**src/rtl/pla_dec_pkg.sv**
```systemverilog
package pla_dec_pkg;
  localparam int OPC_W   = 8;
  localparam int CTL_W   = 11;
  localparam int N_STEPS = 8;
  localparam int N_ROWS  = 11;

  localparam int C_FETCH  = 0;
  localparam int C_PCINC  = 1;
  localparam int C_OPLD   = 2;
  localparam int C_ADD    = 3;
  localparam int C_LOGIC  = 4;
  localparam int C_ACCWR  = 5;
  localparam int C_ADRLO  = 6;
  localparam int C_ADRHI  = 7;
  localparam int C_MEMRD  = 8;
  localparam int C_MEMWR  = 9;
  localparam int C_IDXWR  = 10;

  typedef struct packed {
    logic [OPC_W-1:0]   care;
    logic [OPC_W-1:0]   val;
    logic [N_STEPS-1:0] steps;
    logic [CTL_W-1:0]   ctl;
    logic               fin;
  } row_t;

  function automatic logic [CTL_W-1:0] cb(input int b);
    logic [CTL_W-1:0] v;
    v    = '0;
    v[b] = 1'b1;
    return v;
  endfunction

  function automatic row_t mk(input logic [7:0] care, input logic [7:0] val,
                              input logic [7:0] steps, input logic [CTL_W-1:0] ctl,
                              input logic fin);
    row_t r;
    r.care  = OPC_W'(care);
    r.val   = OPC_W'(val);
    r.steps = N_STEPS'(steps);
    r.ctl   = ctl;
    r.fin   = fin;
    return r;
  endfunction

  // Match table: mode in opcode bits [1:0], variant in bit 7.
  function automatic row_t row_at(input int idx);
    case (idx)
      0:  return mk(8'h00, 8'h00, 8'h01, cb(C_FETCH) | cb(C_PCINC), 1'b0);
      1:  return mk(8'h03, 8'h00, 8'h02, cb(C_LOGIC) | cb(C_ACCWR), 1'b1);
      2:  return mk(8'h03, 8'h01, 8'h02, cb(C_OPLD)  | cb(C_PCINC), 1'b0);
      3:  return mk(8'h83, 8'h01, 8'h04, cb(C_ADD)   | cb(C_ACCWR), 1'b1);
      4:  return mk(8'h83, 8'h81, 8'h04, cb(C_LOGIC) | cb(C_ACCWR), 1'b1);
      5:  return mk(8'h03, 8'h02, 8'h02, cb(C_ADRLO) | cb(C_PCINC), 1'b0);
      6:  return mk(8'h03, 8'h02, 8'h04, cb(C_ADRHI) | cb(C_PCINC), 1'b0);
      7:  return mk(8'h83, 8'h02, 8'h08, cb(C_MEMRD), 1'b0);
      8:  return mk(8'h83, 8'h02, 8'h10, cb(C_ACCWR), 1'b1);
      9:  return mk(8'h83, 8'h82, 8'h08, cb(C_MEMWR), 1'b1);
      10: return mk(8'h03, 8'h03, 8'hFE, cb(C_IDXWR), 1'b0);
      default: return mk(8'hFF, 8'hFF, 8'h00, '0, 1'b0);
    endcase
  endfunction
endpackage

```
**src/rtl/pla_match_array.sv**
```systemverilog
module pla_match_array
  import pla_dec_pkg::*;
#(
  parameter int ROWS = N_ROWS
) (
  input  logic [OPC_W-1:0]   ir,
  input  logic [N_STEPS-1:0] step,
  output logic [CTL_W-1:0]   ctl,
  output logic               fin
);
  logic [ROWS-1:0]  hit;
  logic [ROWS-1:0]  fin_v;
  logic [CTL_W-1:0] term [ROWS];

  for (genvar r = 0; r < ROWS; r++) begin : g_row
    localparam row_t RW = row_at(r);
    assign hit[r]   = ((ir & RW.care) == (RW.val & RW.care)) && (|(step & RW.steps));
    assign term[r]  = hit[r] ? RW.ctl : '0;
    assign fin_v[r] = hit[r] & RW.fin;
  end

  always_comb begin
    ctl = '0;
    for (int r = 0; r < ROWS; r++) ctl = ctl | term[r];
  end

  assign fin = |fin_v;
endmodule

```
**src/rtl/pla_step_seq.sv**
```systemverilog
module pla_step_seq
  import pla_dec_pkg::*;
(
  input  logic               clk,
  input  logic               rst,
  input  logic               fetch_i,
  input  logic [OPC_W-1:0]   opcode_i,
  input  logic               fin_q,
  output logic [OPC_W-1:0]   ir_d,
  output logic [N_STEPS-1:0] step_d,
  output logic [N_STEPS-1:0] step_q
);
  localparam logic [N_STEPS-1:0] STEP0 = N_STEPS'(1);
  localparam logic [N_STEPS-1:0] STEP1 = N_STEPS'(2);

  logic [OPC_W-1:0] ir_q;

  always_comb begin
    ir_d   = ir_q;
    step_d = step_q;
    if (step_q[0]) begin
      if (fetch_i) begin
        ir_d   = opcode_i;
        step_d = STEP1;
      end
    end else if (fin_q || step_q[N_STEPS-1]) begin
      step_d = STEP0;
    end else begin
      step_d = step_q << 1;
    end
  end

  always_ff @(posedge clk) begin
    if (rst) begin
      ir_q   <= '0;
      step_q <= STEP0;
    end else begin
      ir_q   <= ir_d;
      step_q <= step_d;
    end
  end
endmodule

```
**src/rtl/pla_timing_decoder.sv**
```systemverilog
module pla_timing_decoder
  import pla_dec_pkg::*;
(
  input  logic               clk,
  input  logic               rst,
  input  logic               fetch_i,
  input  logic [OPC_W-1:0]   opcode_i,
  output logic [N_STEPS-1:0] step_o,
  output logic [CTL_W-1:0]   ctl_o
);
  logic [OPC_W-1:0]   ir_d;
  logic [N_STEPS-1:0] step_d;
  logic [N_STEPS-1:0] step_q;
  logic [CTL_W-1:0]   ctl_n;
  logic [CTL_W-1:0]   ctl_q;
  logic               fin_n;
  logic               fin_q;

  pla_step_seq u_seq (
    .clk      (clk),
    .rst      (rst),
    .fetch_i  (fetch_i),
    .opcode_i (opcode_i),
    .fin_q    (fin_q),
    .ir_d     (ir_d),
    .step_d   (step_d),
    .step_q   (step_q)
  );

  // Decode the state being entered so the registered word lines up with step_o.
  pla_match_array #(.ROWS(N_ROWS)) u_array (
    .ir   (ir_d),
    .step (step_d),
    .ctl  (ctl_n),
    .fin  (fin_n)
  );

  always_ff @(posedge clk) begin
    if (rst) begin
      ctl_q <= '0;
      fin_q <= 1'b0;
    end else begin
      ctl_q <= ctl_n;
      fin_q <= fin_n;
    end
  end

  assign step_o = step_q;
  assign ctl_o  = ctl_q;
endmodule

```
**config.mk**
```make
export PLATFORM = sky130hd
export DESIGN_NAME = pla_timing_decoder
export DESIGN_NICKNAME = d
export VERILOG_FILES = /design/src/rtl/pla_dec_pkg.sv /design/src/rtl/pla_match_array.sv /design/src/rtl/pla_step_seq.sv /design/src/rtl/pla_timing_decoder.sv
export SDC_FILE = /design/constraint.sdc
export NUM_CORES = 1
export LEC_CHECK = 0
export BUFFER_PORTS_ARGS = -buffer_cell sky130_fd_sc_hd__buf_2
export CAP_MARGIN = 10
export CELL_PAD_IN_SITES_DETAIL_PLACEMENT = 1
export CELL_PAD_IN_SITES_GLOBAL_PLACEMENT = 1
export CORE_MARGIN = 2
export CORE_UTILIZATION = 39
export DETAILED_ROUTE_END_ITERATION = 8
export PLACE_DENSITY_LB_ADDON = 0.15
export RECOVER_POWER = 50
export SLEW_MARGIN = 20
export SYNTH_ARGS = -nofsm -noshare
export SYNTH_HDL_FRONTEND = slang
export SYNTH_SLANG_ARGS = --single-unit
```
**constraint.sdc**
```tcl
create_clock -name clk -period 2.25 [get_ports clk]
set_input_delay 0.3375 -clock clk [delete_from_list [all_inputs] [get_ports clk]]
set_output_delay 0.3375 -clock clk [all_outputs]
set_load 0.05 [all_outputs]
```
==> metrics.txt <==
Core ar.=2212 um^2; setup bufs post-CTS=0; first-pass GRT wire length=3705 um; 1st-iter DRT viols=10; f_max=between 500 and 600 MHz; multi-input logic area=between 400 and 500 um^2; largest delay contributor family on the critical path=flip-flops; power per cell area=roughly 730 nW/um^2; hold endpoint=ctl_o[8]; Hold Crit Depth=3; crit end category=flop; vias per cell=~5.4; CP max FO=11; cell total after placement=between 100 and 150; Total Routing Usage GR=18.30%; GRT overflow=0; Synth Area per Inst=between 10 and 15 um^2; Rows=17; DRT antenna net count=0; Fill cells=about 270; post-synthesis net count=a little over 100; synth warn=0; post-synthesis sequential area ratio=50.14%; Reg-to-Reg End=fin_q; ys async rst share=0%; ys flop type=dfxtp_1; Tot Pwr=0.0007772 W; most common cell after layout, fill and taps aside=dfxtp_1; TritonCTS clock tree=built; HP Class=primary input to flop; initial core utilization=about two fifths; vias=between 700 and 800; Setup WS post-layout=423.9 ps; fin area=1062 um^2; post-DP HPWL=approximately 1600 um; Cell Chain, Critical Path=and2_4 > mux2i_1 > o31a_1 > o32ai_2 > or2_1; Slew headroom=between 60% and 70%; Post-Syn Area=between 900 and 1000 um^2; Hold Violations, Final=0; initial antenna violation count=0; worst-case clock buffer depth=2; worst r2r path cells=5; post-synthesis cell count=90; measured slew at the worst slew-check pin=between 500 and 600 ps; skew final=9.066 ps; Yosys reg bits=23; TritonRoute pass-1 iters=4; FF-to-FF setup slack=about 420 ps; Final Critical Period=roughly 1800 ps; vias in the first global route=810; critical path's slowest cell=dfxtp_1; Layout Cells excl Fill=approximately 140; Peak VDD IR=between 300 and 400 uV; Area Overhead vs Synth=15.67%; Lkg Pwr=0.4241 nW; Hold Crit Start=opcode_i[7]; library cells used by synthesis=33; Critical R2R Launch=u_seq.step_q[0]; fin nets=about 130; sum of buffers and inverters on the critical path=0; share of cells above drive strength 1=between 10% and 20%; FF/Latch Area=~460 um^2; die area=between 2000 and 3000 um^2; max_cap viols=0; setup TNS=0 ps; status=completed; Post-CTS Resized=0; largest net degree at the start of global routing=20; CTS Root Cell=clkbuf_4; worst skew pair latency=roughly 310 ps; port bufs=24; number of flops mapped to enable cells by yosys=0; ant diodes=0; slowest stage delay, CP=roughly 600 ps; Inserted Clock Buffers=3; Placement Cell Area=about 1100 um^2; unrepaired setup endpoints after global routing=no; H-tree depth=1; dpl ws=around 410 ps; Die Span X=52.53 um; DR WL/cell=between 10 and 15 um; crit share post-route=approximately 81%; CP required=2470 ps; die height=52.53 um; CTS sink count=23; Final Max Tran Viols=0; overall routed net length=about 2100 um; startpoint type of the worst setup path=flop; endpoints failing setup=0; hold_buf cts=0; Crit Path Category=flop to flop; GPL Wtd Cong=between 0.8 and 0.9; commonest non-fill, non-tap cells in the layout=23 x dfxtp_1, 13 x nor2_1, 13 x clkbuf_1, 12 x buf_2; drt drc=0; clk slew on worst S/H paths=between 100 and 150 ps; critical path data arrival time=approximately 2100 ps; IO Count=30
==> metal layers <==
layer	up-vias	GRT usage (%)	wire length, um
li1	376	-	-
met3	5	2.571	73
met2	23	31.46	1073
met5	-	0	0
met1	380	23.17	947
met4	0	6.410	36
==> power by group <==
part | leakage, nW | switching, W | internal, W | total [W]
logic | 0.219 | 0.0000998 | 0.0000443 | 0.000144
registers | 0.188 | 0.0000143 | 0.000425 | 0.000439
clock network | 0.0177 | 0.000128 | 0.0000665 | 0.000194
==> worst max path at each step <==
| stage | from | endpoint | slack, ps | cells after the start |
|---|---|---|---|---|
| floorplan | u_seq.step_q[0] | fin_q | 340 | 7 |
| global placement | u_seq.step_q[0] | fin_q | 490 | 5 |
| detailed placement | u_seq.step_q[0] | fin_q | 410 | 5 |
| CTS | u_seq.step_q[0] | fin_q | 410 | 5 |
| global route | u_seq.step_q[0] | fin_q | 270 | 5 |
| finish | u_seq.step_q[0] | fin_q | 420 | 5 |
==> flip-flops by register name, summed over array words and instances (netlist names) <==
name	count
ctl_o	11
u_seq.step_q	8
fin_q	1
u_seq.ir_q	3
==> tightest hold or removal path, cell delays in order <==
cell	delay (ps)
buf_2	90
mux2_1	160
nor2_1	60
==> through the flow <==
stage	hold WS, ps	util, %
finish	354.9	48.02
global route	376.8	48.02
CTS	356.7	49.10
detailed placement	550.6	47.85
global placement	534.7	47.85
floorplan	505.2	-
==> cells in the mapped netlist (2+ instances only) <==
cell,number,area share [%]
o21a_1,2,1.6
a21oi_1,3,1.6
o21ai_0,5,2.7
dfxtp_1,23,50
nor2_1,13,5.3
nor2b_1,3,2.0
nand2_1,2,0.82
a22oi_1,4,3.3
nand4b_1,2,1.9
and3_1,2,1.4
nor3_1,2,1.1
a32o_1,2,2.2
clkbuf_1,2,0.82
or2_1,2,1.4
nand2b_1,4,2.7
buf_6,2,2.5
==> logic make-up after synthesis <==
| kind of cell | synth area share (%) |
|---|---|
| muxes | 3.950 |
| and+or+nand+nor | 21.53 |
| DFF | 50.14 |
| buffers and inverters | 4.496 |
| AOI/OAI and AO/OA | 19.89 |
==> area by class of cell <==
class                      instances  share of cell area (%)
inverter                           1                  0.3534
multi-input combinational         61                   38.75
timing repair buffer              27                   11.66
clock buffer                       3                   2.120
clock inverter                     1                  0.4711
sequential                        23                   43.35
tap                               28                   3.298
(Power assumes the default switching activity.)
